==> config.mk <==
export PLATFORM = sky130hd
export DESIGN_NAME = mc_ctrl_fsm
export DESIGN_NICKNAME = d
export VERILOG_FILES = /design/src/rtl/mc_ctrl_pkg.sv /design/src/rtl/mc_state_reg.sv /design/src/rtl/mc_and_plane.sv /design/src/rtl/mc_or_plane.sv /design/src/rtl/mc_ctrl_fsm.sv
export SDC_FILE = /design/constraint.sdc
export NUM_CORES = 1
export LEC_CHECK = 0
export CAP_MARGIN = 10
export CORE_MARGIN = 2
export CORE_UTILIZATION = 32
export CTS_BUF_LIST = sky130_fd_sc_hd__clkbuf_2 sky130_fd_sc_hd__clkbuf_4 sky130_fd_sc_hd__clkbuf_8
export CTS_CLUSTER_SIZE = 16
export DETAILED_ROUTE_END_ITERATION = 10
export PLACE_DENSITY_LB_ADDON = 0.25
export REMOVE_ABC_BUFFERS = 1
export SKIP_LAST_GASP = 1
export SLEW_MARGIN = 20
export SYNTH_ARGS = -nofsm -noshare
export SYNTH_HDL_FRONTEND = slang
export SYNTH_HIERARCHICAL = 1
export SYNTH_SLANG_ARGS = --single-unit
==> constraint.sdc <==
create_clock -name clk -period 1.9 [get_ports clk]
set_input_delay 0.38 -clock clk [delete_from_list [all_inputs] [get_ports clk]]
set_output_delay 0.38 -clock clk [all_outputs]
set_load 0.005 [all_outputs]
==> src/rtl/mc_ctrl_pkg.sv <==
// Package: shared widths, opcode codes, state numbers, the control word
// and the product-term table of the controller.
// Assumes: the opcode is stable for the whole instruction (held in IR).
package mc_ctrl_pkg;

    localparam int ST_W     = 4;
    localparam int OP_W     = 6;
    localparam int N_TERMS  = 18;

    localparam logic [OP_W-1:0] OPC_LOAD  = 6'b100011;
    localparam logic [OP_W-1:0] OPC_STORE = 6'b101011;
    localparam logic [OP_W-1:0] OPC_RR    = 6'b000000;
    localparam logic [OP_W-1:0] OPC_BEQ   = 6'b000100;
    localparam logic [OP_W-1:0] OPC_JUMP  = 6'b000010;
    localparam logic [OP_W-1:0] OPC_ORI   = 6'b001101;

    localparam logic [OP_W-1:0] CARE_ALL  = '1;
    localparam logic [OP_W-1:0] CARE_NONE = '0;

    typedef enum logic [ST_W-1:0] {
        ST_FETCH   = 4'd0,
        ST_DECODE  = 4'd1,
        ST_ADDR    = 4'd2,
        ST_MEMRD   = 4'd3,
        ST_LDWB    = 4'd4,
        ST_MEMWR   = 4'd5,
        ST_RREXE   = 4'd6,
        ST_RRWB    = 4'd7,
        ST_BRANCH  = 4'd8,
        ST_JUMP    = 4'd9,
        ST_IMMEXE  = 4'd10,
        ST_IMMWB   = 4'd11
    } st_e;

    // Datapath strobes, most significant first
    typedef struct packed {
        logic       pc_wr;
        logic       pc_wr_cond;
        logic       iord;
        logic       mem_wr;
        logic       ir_wr;
        logic       mem_to_reg;
        logic [1:0] pc_src;
        logic [1:0] alu_op;
        logic [1:0] alu_src_b;
        logic       alu_src_a;
        logic       reg_wr;
        logic       reg_dst;
        logic       ext_op;
    } ctrl_t;

    // One row of the array: AND-plane match fields, OR-plane outputs
    typedef struct packed {
        logic [ST_W-1:0] st;
        logic [OP_W-1:0] op;
        logic [OP_W-1:0] care;
        logic [ST_W-1:0] ns;
        ctrl_t           ctrl;
    } term_t;

    typedef term_t [N_TERMS-1:0] plane_t;

    function automatic term_t mk_term(input st_e st, input logic [OP_W-1:0] op,
                                      input logic [OP_W-1:0] care, input st_e ns,
                                      input ctrl_t ctrl);
        term_t t;
        t.st   = st;
        t.op   = op & care;
        t.care = care;
        t.ns   = ns;
        t.ctrl = ctrl;
        return t;
    endfunction

    // Builds the full product-term table; don't-care strobes are left at 0
    function automatic plane_t build_plane();
        plane_t p;
        ctrl_t  c_fetch, c_dec, c_addr, c_rd, c_ldwb, c_wr, c_rrx, c_rrwb;
        ctrl_t  c_br, c_jmp, c_imx, c_imwb;
        c_fetch = '0; c_fetch.pc_wr = 1'b1; c_fetch.ir_wr = 1'b1; c_fetch.alu_src_b = 2'b01;
        c_dec   = '0; c_dec.alu_src_b = 2'b11; c_dec.ext_op = 1'b1;
        c_addr  = '0; c_addr.alu_src_a = 1'b1; c_addr.alu_src_b = 2'b10; c_addr.ext_op = 1'b1;
        c_rd    = '0; c_rd.iord = 1'b1;
        c_ldwb  = '0; c_ldwb.reg_wr = 1'b1; c_ldwb.mem_to_reg = 1'b1;
        c_wr    = '0; c_wr.iord = 1'b1; c_wr.mem_wr = 1'b1;
        c_rrx   = '0; c_rrx.alu_src_a = 1'b1; c_rrx.alu_op = 2'b10;
        c_rrwb  = '0; c_rrwb.reg_wr = 1'b1; c_rrwb.reg_dst = 1'b1;
        c_br    = '0; c_br.alu_src_a = 1'b1; c_br.alu_op = 2'b01;
                      c_br.pc_wr_cond = 1'b1; c_br.pc_src = 2'b01;
        c_jmp   = '0; c_jmp.pc_wr = 1'b1; c_jmp.pc_src = 2'b10;
        c_imx   = '0; c_imx.alu_src_a = 1'b1; c_imx.alu_src_b = 2'b10; c_imx.alu_op = 2'b11;
        c_imwb  = '0; c_imwb.reg_wr = 1'b1;
        p[0]  = mk_term(ST_FETCH,  '0,        CARE_NONE, ST_DECODE, c_fetch);
        p[1]  = mk_term(ST_DECODE, OPC_LOAD,  CARE_ALL,  ST_ADDR,   c_dec);
        p[2]  = mk_term(ST_DECODE, OPC_STORE, CARE_ALL,  ST_ADDR,   c_dec);
        p[3]  = mk_term(ST_DECODE, OPC_RR,    CARE_ALL,  ST_RREXE,  c_dec);
        p[4]  = mk_term(ST_DECODE, OPC_BEQ,   CARE_ALL,  ST_BRANCH, c_dec);
        p[5]  = mk_term(ST_DECODE, OPC_JUMP,  CARE_ALL,  ST_JUMP,   c_dec);
        p[6]  = mk_term(ST_DECODE, OPC_ORI,   CARE_ALL,  ST_IMMEXE, c_dec);
        p[7]  = mk_term(ST_ADDR,   OPC_LOAD,  CARE_ALL,  ST_MEMRD,  c_addr);
        p[8]  = mk_term(ST_ADDR,   OPC_STORE, CARE_ALL,  ST_MEMWR,  c_addr);
        p[9]  = mk_term(ST_MEMRD,  '0,        CARE_NONE, ST_LDWB,   c_rd);
        p[10] = mk_term(ST_LDWB,   '0,        CARE_NONE, ST_FETCH,  c_ldwb);
        p[11] = mk_term(ST_MEMWR,  '0,        CARE_NONE, ST_FETCH,  c_wr);
        p[12] = mk_term(ST_RREXE,  '0,        CARE_NONE, ST_RRWB,   c_rrx);
        p[13] = mk_term(ST_RRWB,   '0,        CARE_NONE, ST_FETCH,  c_rrwb);
        p[14] = mk_term(ST_BRANCH, '0,        CARE_NONE, ST_FETCH,  c_br);
        p[15] = mk_term(ST_JUMP,   '0,        CARE_NONE, ST_FETCH,  c_jmp);
        p[16] = mk_term(ST_IMMEXE, '0,        CARE_NONE, ST_IMMWB,  c_imx);
        p[17] = mk_term(ST_IMMWB,  '0,        CARE_NONE, ST_FETCH,  c_imwb);
        return p;
    endfunction

endpackage

==> src/rtl/mc_state_reg.sv <==
// State register: holds the current controller step.
// Assumes: synchronous active-low reset loads the fetch state (0).
module mc_state_reg #(
    parameter int W = 4
) (
    input  logic         clk,
    input  logic         rst_n,
    input  logic [W-1:0] d,
    output logic [W-1:0] q
);
    // Load next state each edge, or clear to fetch under reset
    always_ff @(posedge clk) begin
        if (!rst_n) q <= '0;
        else        q <= d;
    end
endmodule

==> src/rtl/mc_and_plane.sv <==
// AND plane: one match line per product term, comparing the exact state
// and the cared-for opcode bits of that term.
// Assumes: the table guarantees at most one line is high per input.
module mc_and_plane
    import mc_ctrl_pkg::*;
#(
    parameter int N = N_TERMS
) (
    input  logic [ST_W-1:0] state,
    input  logic [OP_W-1:0] opcode,
    output logic [N-1:0]    sel
);
    localparam plane_t PLANE = build_plane();

    for (genvar i = 0; i < N; i++) begin : g_term
        // Match line of term i
        assign sel[i] = (state == PLANE[i].st) &&
                        ((opcode & PLANE[i].care) == PLANE[i].op);
    end
endmodule

==> src/rtl/mc_or_plane.sv <==
// OR plane: ORs the next-state and strobe columns of every selected term.
// Assumes: with no term selected the result is all zero (fetch, idle).
module mc_or_plane
    import mc_ctrl_pkg::*;
#(
    parameter int N = N_TERMS
) (
    input  logic [N-1:0]    sel,
    output logic [ST_W-1:0] ns,
    output ctrl_t           ctrl
);
    localparam plane_t PLANE = build_plane();

    // Wired-OR of the selected rows
    always_comb begin
        ns   = '0;
        ctrl = '0;
        for (int i = 0; i < N; i++) begin
            if (sel[i]) begin
                ns   = ns   | PLANE[i].ns;
                ctrl = ctrl | PLANE[i].ctrl;
            end
        end
    end
endmodule

==> src/rtl/mc_ctrl_fsm.sv <==
// Multicycle controller top: state register plus two-plane product-term
// logic producing the next state and the datapath strobes.
// Assumes: opcode comes from the instruction register and is stable
// from decode until the instruction returns to fetch.
module mc_ctrl_fsm
    import mc_ctrl_pkg::*;
(
    input  logic            clk,
    input  logic            rst_n,
    input  logic [OP_W-1:0] opcode,
    output logic [ST_W-1:0] state,
    output logic [ST_W-1:0] next_state,
    output logic            pc_write,
    output logic            pc_write_cond,
    output logic            iord,
    output logic            mem_write,
    output logic            ir_write,
    output logic            mem_to_reg,
    output logic [1:0]      pc_source,
    output logic [1:0]      alu_op,
    output logic [1:0]      alu_src_b,
    output logic            alu_src_a,
    output logic            reg_write,
    output logic            reg_dst,
    output logic            ext_op
);
    logic [N_TERMS-1:0] term_sel;
    ctrl_t              ctrl_w;

    mc_state_reg #(.W(ST_W)) u_state (
        .clk   (clk),
        .rst_n (rst_n),
        .d     (next_state),
        .q     (state)
    );

    mc_and_plane #(.N(N_TERMS)) u_and (
        .state  (state),
        .opcode (opcode),
        .sel    (term_sel)
    );

    mc_or_plane #(.N(N_TERMS)) u_or (
        .sel  (term_sel),
        .ns   (next_state),
        .ctrl (ctrl_w)
    );

    assign pc_write      = ctrl_w.pc_wr;
    assign pc_write_cond = ctrl_w.pc_wr_cond;
    assign iord          = ctrl_w.iord;
    assign mem_write     = ctrl_w.mem_wr;
    assign ir_write      = ctrl_w.ir_wr;
    assign mem_to_reg    = ctrl_w.mem_to_reg;
    assign pc_source     = ctrl_w.pc_src;
    assign alu_op        = ctrl_w.alu_op;
    assign alu_src_b     = ctrl_w.alu_src_b;
    assign alu_src_a     = ctrl_w.alu_src_a;
    assign reg_write     = ctrl_w.reg_wr;
    assign reg_dst       = ctrl_w.reg_dst;
    assign ext_op        = ctrl_w.ext_op;
endmodule

==> results of run 1 <==
[cell families after synthesis]
| group | after synthesis | share of synthesized area |
|---|---|---|
| flops | 4 | 0.172 |
| simple gates | 55 | 0.705 |
| buf+inv | 8 | 0.123 |
[through the flow]
| stage | setup slack [ps] | area, sq um | utilization | TNS (ps) |
|---|---|---|---|---|
| after floorplan | 3.87 | 409 | - | 0 |
| after detailed placement | -910 | 836 | 0.627 | -8410 |
| after CTS | -404 | 1210 | 0.906 | -3100 |
| after global placement | -901 | 836 | 0.627 | -8220 |
[what timing repair did]
action	4_1_cts
gates resized for setup	119
pin swaps	21
endpoints found under the setup margin	20
buffers inserted	21
[synth_stat cells]
| library cell | count |
|---|---|
| nand4b_1 | 2 |
| or3b_2 | 1 |
| nand3b_1 | 2 |
| and2_1 | 4 |
| nor2_1 | 8 |
| or2b_2 | 1 |
| or2b_1 | 1 |
| nand2_1 | 3 |
| or3_1 | 2 |
| nand3_1 | 2 |
| buf_2 | 1 |
| nor4_1 | 6 |
| nand2b_1 | 4 |
| dfxtp_1 | 4 |
| nor3_1 | 10 |
| or2_2 | 4 |
| or4_1 | 2 |
| buf_4 | 7 |
| or4b_1 | 1 |
| or4b_2 | 2 |
==> results.cfg, run 1 <==
[logic_synthesis]
yosys.area.top_type_share = 0.172
yosys.area.top_type = dfxtp_1
yosysWarnings = 6
synthCells = 67
avgSynthCellArea_sq_um = 6.97
synth-seq-cells = 4
ys_seq_area_frac = 0.172
syn_area_sq_um = 467
synthTopCellsByArea = dfxtp_1 (17%), buf_4 (11%), nor3_1 (11%)
synth_cell_types = 20

[run_status]
error_line = [ERROR DPL-0038] Utilization greater than 100%, impossible to legalize
lastStage = 5_1_grt
status = stopped before the end

[floorplanning]
rows = 13
io_pins = 32
die_y_um = 42.2
die_w_um = 42.2
initial_core_util = 0.350

[clocking]
ctsHtreeMaxLevel = 1
cts_root_buf = clkbuf_4
cts_made_buffers = 3
clock_sinks = 4
cts_buffer_depth = 2
holdBufCountCts = 0

[global_routing]
grt_max_degree = 8

[placed_design]
io_buffers = 31
dpl.cell_count = 118
dp_hpwl_um = 1190
gp_congestion = 0.899

[timing]
endpoint_type = primary output
worstEndpointGrtRepair = alu_src_b[0]
==> run 2, diff against run 1 <==
- CORE_AREA: unset -> 2 2 63 65
- CORE_MARGIN: 2 -> unset
- CORE_UTILIZATION: 32 -> unset
- CTS_BUF_LIST: sky130_fd_sc_hd__clkbuf_2 sky130_fd_sc_hd__clkbuf_4 sky130_fd_sc_hd__clkbuf_8 -> unset
- CTS_CLUSTER_SIZE: 16 -> unset
- DIE_AREA: unset -> 0 0 65 67
- PLACE_DENSITY_LB_ADDON: 0.25 -> 0.15
- clock period: 1.9 -> 2.47 ns (I/O delays scaled with it)
==> results.cfg, run 2 <==
[setup_path]
arrival_ps = 1980
cp.required_ps = 1980
crit_top_cell = dlygate4sd2_1
crit_start = opcode[1]
start_kind = input port
r2r_cells = 7
slowest_delay_ps = 390
r2r_start = u_state/q[1]
crit_slowest_cell = nor4_2
crit_type = in -> out
crit_fanout = 3
worstPathCellList = dlygate4sd2_1 > or3b_4 > buf_4 > nor3_4 > nor4_2 > nand2b_1 > dlygate4sd2_1
end_kind = primary output

[final_layout]
layout_common_cells = buf_4 (21), clkdlybuf4s50_1 (17), nor3_4 (6), nor2_1 (6)
n_antenna_cell = 0
largest_reg_flops = 4
regMostFlops = u_state/q
fin_nets = 125
n_fill_cell = 381
final_common_cell = buf_4
instances_no_fill = 163
area_growth_pct = 143
drive_above_1_share = 0.548
reg_top3 = u_state/q: 4 flops

[global_routing]
grt-ovfl-total = 0
grt_max_degree = 8
grt_pass1_wl_um = 3310
grtUsageTotal = 0.0991
grt_pass1_vias = 707
antenna_found_initial = 0

[run_status]
violations = setup timing
status = complete, but fails checks

[drt]
drtIter0Drc = 24
wl_per_cell_um = 11.9
drcViolationCount = 0
vias_per_cell = 4.24
num_vias = 691
drt.antenna.violating_nets = 0
dr.pass1.iters = 4
routed_wl_um = 1940

[floorplanning]
die_y_um = 67
core_area_sq_um = 3610
initial_core_util = 0.129
io_pins = 32
dieArea_sq_um = 4360
rows = 22
die_w_um = 65

[pwr]
pwr-share-clk = 0.450
intPower_uw = 222
p_comb_frac = 0.319
leakagePower_uw = 0.000512
vdd_drop_max_uv = 216
power.share.sequential = 0.231
swShare = 0.247
p_per_area_nw_per_um2 = 260
switching_power_uw = 72.7

[logic_synthesis]
synth-edff-count = 0
synthArstFlopShare = 0
syn_area_sq_um = 467
yosysWarnings = 6
synth_compound_area_frac = 0
yosysMostFrequentCell = nor3_1
synthCells = 67
synth_simple_gate_area_share = 0.705
synth-seq-cells = 4
synth_cell_types = 20
ys_seq_area_frac = 0.172
avgSynthCellArea_sq_um = 6.97
synthMuxAreaShare = 0
yosys.area.top_type_share = 0.172
yosys.area.top_type = dfxtp_1
synth_xor_area_frac = 0
synth_top_family_by_area = simple AND/OR/NAND/NOR gates
synth_common_cells = nor3_1 (10), nor2_1 (8), buf_4 (7)
synthTopCellsByArea = dfxtp_1 (17%), buf_4 (11%), nor3_1 (11%)
synth_fa_ha_area_frac = 0
synth_ff_type = dfxtp_1

[placed_design]
dp_hpwl_um = 1370
gp_congestion = 0.793
io_buffers = 31
dpl.cell_count = 148
pre_cts_ws_ps = -597

[clocking]
cts_root_buf = clkbuf_8
holdBufCountCts = 0
cts_buffer_depth = 2
clk_pin_slew_worst_paths_ps = 30
cts_made_buffers = 3
clk-insertion-delay-late_ps = 210
cts_tree = done
ctsHtreeMaxLevel = 1
clock_sinks = 4

[timing]
slew_violations = 0
min_period_over_period = 1.00
min_period_ps = 2480
fmax_mhz = 404
hold_viol = 0
fin_skew_ps = 1.01
setup_slack_ps = -5.08
relSlewSlack = 0.761
tightest_slew_ps = 356
rsz0062_at_grt = yes
setup_viol = 1

[worst_hold_path]
hold_path_class = in -> reg
hold_depth = 2
worstHoldStart = rst_n

[flow_run]
drv_cap = 0
==> run 2: cell counts after synthesis <==
No cell type changed its count.
==> run 2: power by group through the flow <==
stage | Clock (uW) | Sequential, uW | Combinational (uW)
after floorplan | 0 | 70.5 | 19.7
final | 133 | 68.2 | 93.9
after global routing | 143 | 68.3 | 102
after CTS | 136 | 68.2 | 89.2
after detailed placement | 0 | 69.0 | 72.5
after global placement | 0 | 68.9 | 72.8
==> run 2: cell type report <==
cell class	count	area, sq um	area share
clock buffer	3	41.3	0.0364
multi-input combinational	55	497	0.438
sequential	4	81.3	0.0717
tap	48	60.1	0.0530
timing repair buffer	53	454	0.401
==> run 2: timing repair <==
action	4_1_cts	5_1_grt
endpoints found under the hold margin	0	0
pin swaps	13	2
setup buffers	11	1
gates resized for setup	65	12
setup endpoints to repair	8	9
==> run 2: critical path, delay by kind of cell <==
family	cells	cell delay (ps)
simple gates	4	800
buf+inv	3	690
==> run 2: cells by family (layout without fill, tap and decap cells) <==
family                 after synthesis  count (layout)
DFF                                  4               4
buffers and inverters                8              56
and+or+nand+nor                     55              55
==> run 2: worst paths after layout <==
kind | to | slack (ps)
hold reg to reg | u_state/q[0] | 1060
hold / removal | u_state/q[1] | 950
setup reg to reg | u_state/q[1] | 690
setup / recovery | alu_src_a | -5
==> run 2: per-stage QoR <==
step / setup TNS, ps / util / area [sq um] / total power [uW] / hold WS, ps
after floorplan: 0 / - / 409 / 90.2 / 616
after global placement: -4670 / 0.237 / 855 / 142 / 1040
after detailed placement: -4660 / 0.237 / 855 / 141 / 1030
after CTS: -16.8 / 0.302 / 1090 / 293 / 949
after global routing: -368 / 0.314 / 1130 / 314 / 966
final: -5.08 / 0.314 / 1130 / 295 / 946
==> run 2: metal layers <==
layer / up-vias / track usage / wire length, um
li1: 337 / - / -
met2: 33 / 0.160 / 897
met5: - / 0 / 0
met3: 2 / 0.0338 / 157
met4: 0 / 0.0346 / 19
met1: 319 / 0.122 / 865
No activity file was read; power rests on OpenSTA's default activity.
==> run 3, diff against run 2 <==
- SYNTH_HIERARCHICAL: 1 -> unset
==> results.cfg, run 3 <==
[final_layout]
final_common_cell = buf_4
largest_reg_flops = 4
multi_input_area_sq_um = 449
drive_above_1_share = 0.339
n_fill_cell = 416
layout_common_cells = buf_4 (20), clkdlybuf4s50_1 (19), dlygate4sd2_1 (9), nand2b_1 (7)
area_growth_pct = 92.0
reg_top3 = u_state.q: 4 flops
n_antenna_cell = 0
utilization = 0.300
fin_nets = 131
seq_area_sq_um = 81.3
regMostFlops = u_state.q

[timing]
fmax_mhz = 415
slew_violations = 0
fin_skew_ps = 0.495
rsz0062_at_grt = yes
setup_viol = 0
min_period_over_period = 0.976
setup_slack_ps = 58.4
hold_viol = 0
relSlewSlack = 0.712
min_period_ps = 2410
whs_ps = 789
tightest_slew_ps = 431

[logic_synthesis]
yosysWarnings = 0
syn_area_sq_um = 563
synthCells = 73
synthTopCellsByArea = dfxtp_1 (14%), nand2b_1 (7.8%), and2_1 (5.6%)
avgSynthCellArea_sq_um = 7.71
synth-edff-count = 0
ys_seq_area_frac = 0.142
synth_ff_type = dfxtp_1
yosys.area.top_type = dfxtp_1
yosys.area.top_type_share = 0.142
yosysMostFrequentCell = nand2b_1
synthArstFlopShare = 0
synth-seq-cells = 4
synth_cell_types = 39
synth_common_cells = nand2b_1 (7), and2_1 (5), dfxtp_1 (4), nor2_1 (4), o21ai_0 (4)

[setup_path]
r2r_start = u_state.q[3]
r2r_slack_ps = 890
start_kind = input port
r2r_cells = 6
crit_type = in -> out
crit_fanout = 3
r2r-end = u_state.q[3]
arrival_ps = 1920
critPathCapture = next_state[2]
cp.required_ps = 1980
end_kind = primary output
crit_start = opcode[5]

[drt]
wl_per_cell_um = 11.6
vias_per_cell = 4.20
drtIter0Drc = 27
drcViolationCount = 0
drt.antenna.violating_nets = 0
routed_wl_um = 1960
num_vias = 710
dr.pass1.iters = 4

[global_routing]
top_usage_layer = met2
grtUsageTotal = 0.101
antenna_found_initial = 0
grt-ovfl-total = 0
grt_pass1_wl_um = 3440
grt_use_met3 = 0.0270
grtUsageMet2 = 0.165
grt_pass1_vias = 700
grt_max_degree = 11
grt_use_met1 = 0.127

[pwr]
p_per_area_nw_per_um2 = 279
vdd_drop_max_uv = 97.6
finalPower_uw = 301
leakagePower_uw = 0.000482

[clocking]
ctsHtreeMaxLevel = 1
cts_buffer_depth = 2
clk_pin_slew_worst_paths_ps = 30
cts_tree = done
clk-insertion-delay-late_ps = 210
cts_made_buffers = 3
clock_sinks = 4
cts_root_buf = clkbuf_8
holdBufCountCts = 0

[placed_design]
gp_congestion = 0.737
io_buffers = 31
dp_hpwl_um = 1540
pre_cts_ws_ps = -306

[floorplanning]
die_w_um = 65
core_area_sq_um = 3610
die_y_um = 67
dieArea_sq_um = 4360
io_pins = 32
initial_core_util = 0.156
rows = 22

[flow_run]
drv_cap = 0

[worst_hold_path]
hold_path_class = reg -> reg

[run_status]
status = completed
==> run 3: cell families (layout without fill, tap and decap cells) <==
logic type,after synthesis,after routing,share of synthesized area
DFF,4,4,0.142
xor gates and xnor gates,3,3,0.0467
and+or+nand+nor,40,40,0.478
AOI/OAI and AO/OA,18,18,0.236
buffers and inverters,8,56,0.0978
==> run 3: how the worst min path moves through the flow <==
stage            startpoint            to  slack [ps]  depth (start not counted)
2_1_floorplan         rst_n  u_state.q[0]         620                          1
3_3_place_gp   u_state.q[1]  u_state.q[2]         870                          3
3_5_place_dp   u_state.q[1]  u_state.q[2]         840                          3
4_1_cts        u_state.q[1]  u_state.q[2]         850                          3
5_1_grt        u_state.q[0]  u_state.q[2]         880                          3
6_report       u_state.q[0]  u_state.q[2]         790                          3
==> run 3: area by class of cell <==
| class | count | share of cell area |
|---|---|---|
| well taps | 48 | 0.0556 |
| multi-input cells | 61 | 0.416 |
| inverters | 2 | 0.00694 |
| repair buffers | 51 | 0.409 |
| clock buffers | 3 | 0.0382 |
| flip-flops and latches | 4 | 0.0752 |
==> run 3: report_power, final <==
| part | internal [uW] | switching (uW) |
|---|---|---|
| clock network | 104 | 31.6 |
| registers | 67.2 | 4.49 |
| logic | 56.6 | 37.6 |
==> run 3: metal layers <==
metal / wire length [um] / vias up
met2: 898 / 30
met1: 882 / 315
met3: 159 / 2
met4: 15 / 0
met5: 0 / -
li1: - / 363
==> run 3: repair_timing <==
item | 4_1_cts | 5_1_grt
gates cloned | 0 | 0
pin swaps | 3 | 4
hold endpoints to repair | 0 | 0
setup endpoints to repair | 8 | 7
setup buffers | 5 | 4
resized for setup | 17 | 7
==> run 3: metrics by stage <==
| stage | cell area [sq um] | TNS, ps | cells |
|---|---|---|---|
| final | 1080 | 0 | 169 |
| after global routing | 1080 | -21.8 | 169 |
| after CTS | 1050 | -103 | 165 |
| after detailed placement | 968 | -1840 | 157 |
| after global placement | 968 | -1820 | 157 |
| after floorplan | 515 | 0 | 67 |
==> run 3: critical path, stage by stage <==
cell and delay [ps]:
clkdlybuf4s50_1 430, and4b_2 270, buf_4 140, buf_4 120, a211oi_2 230, o21ai_1 100
clkbuf_2 130
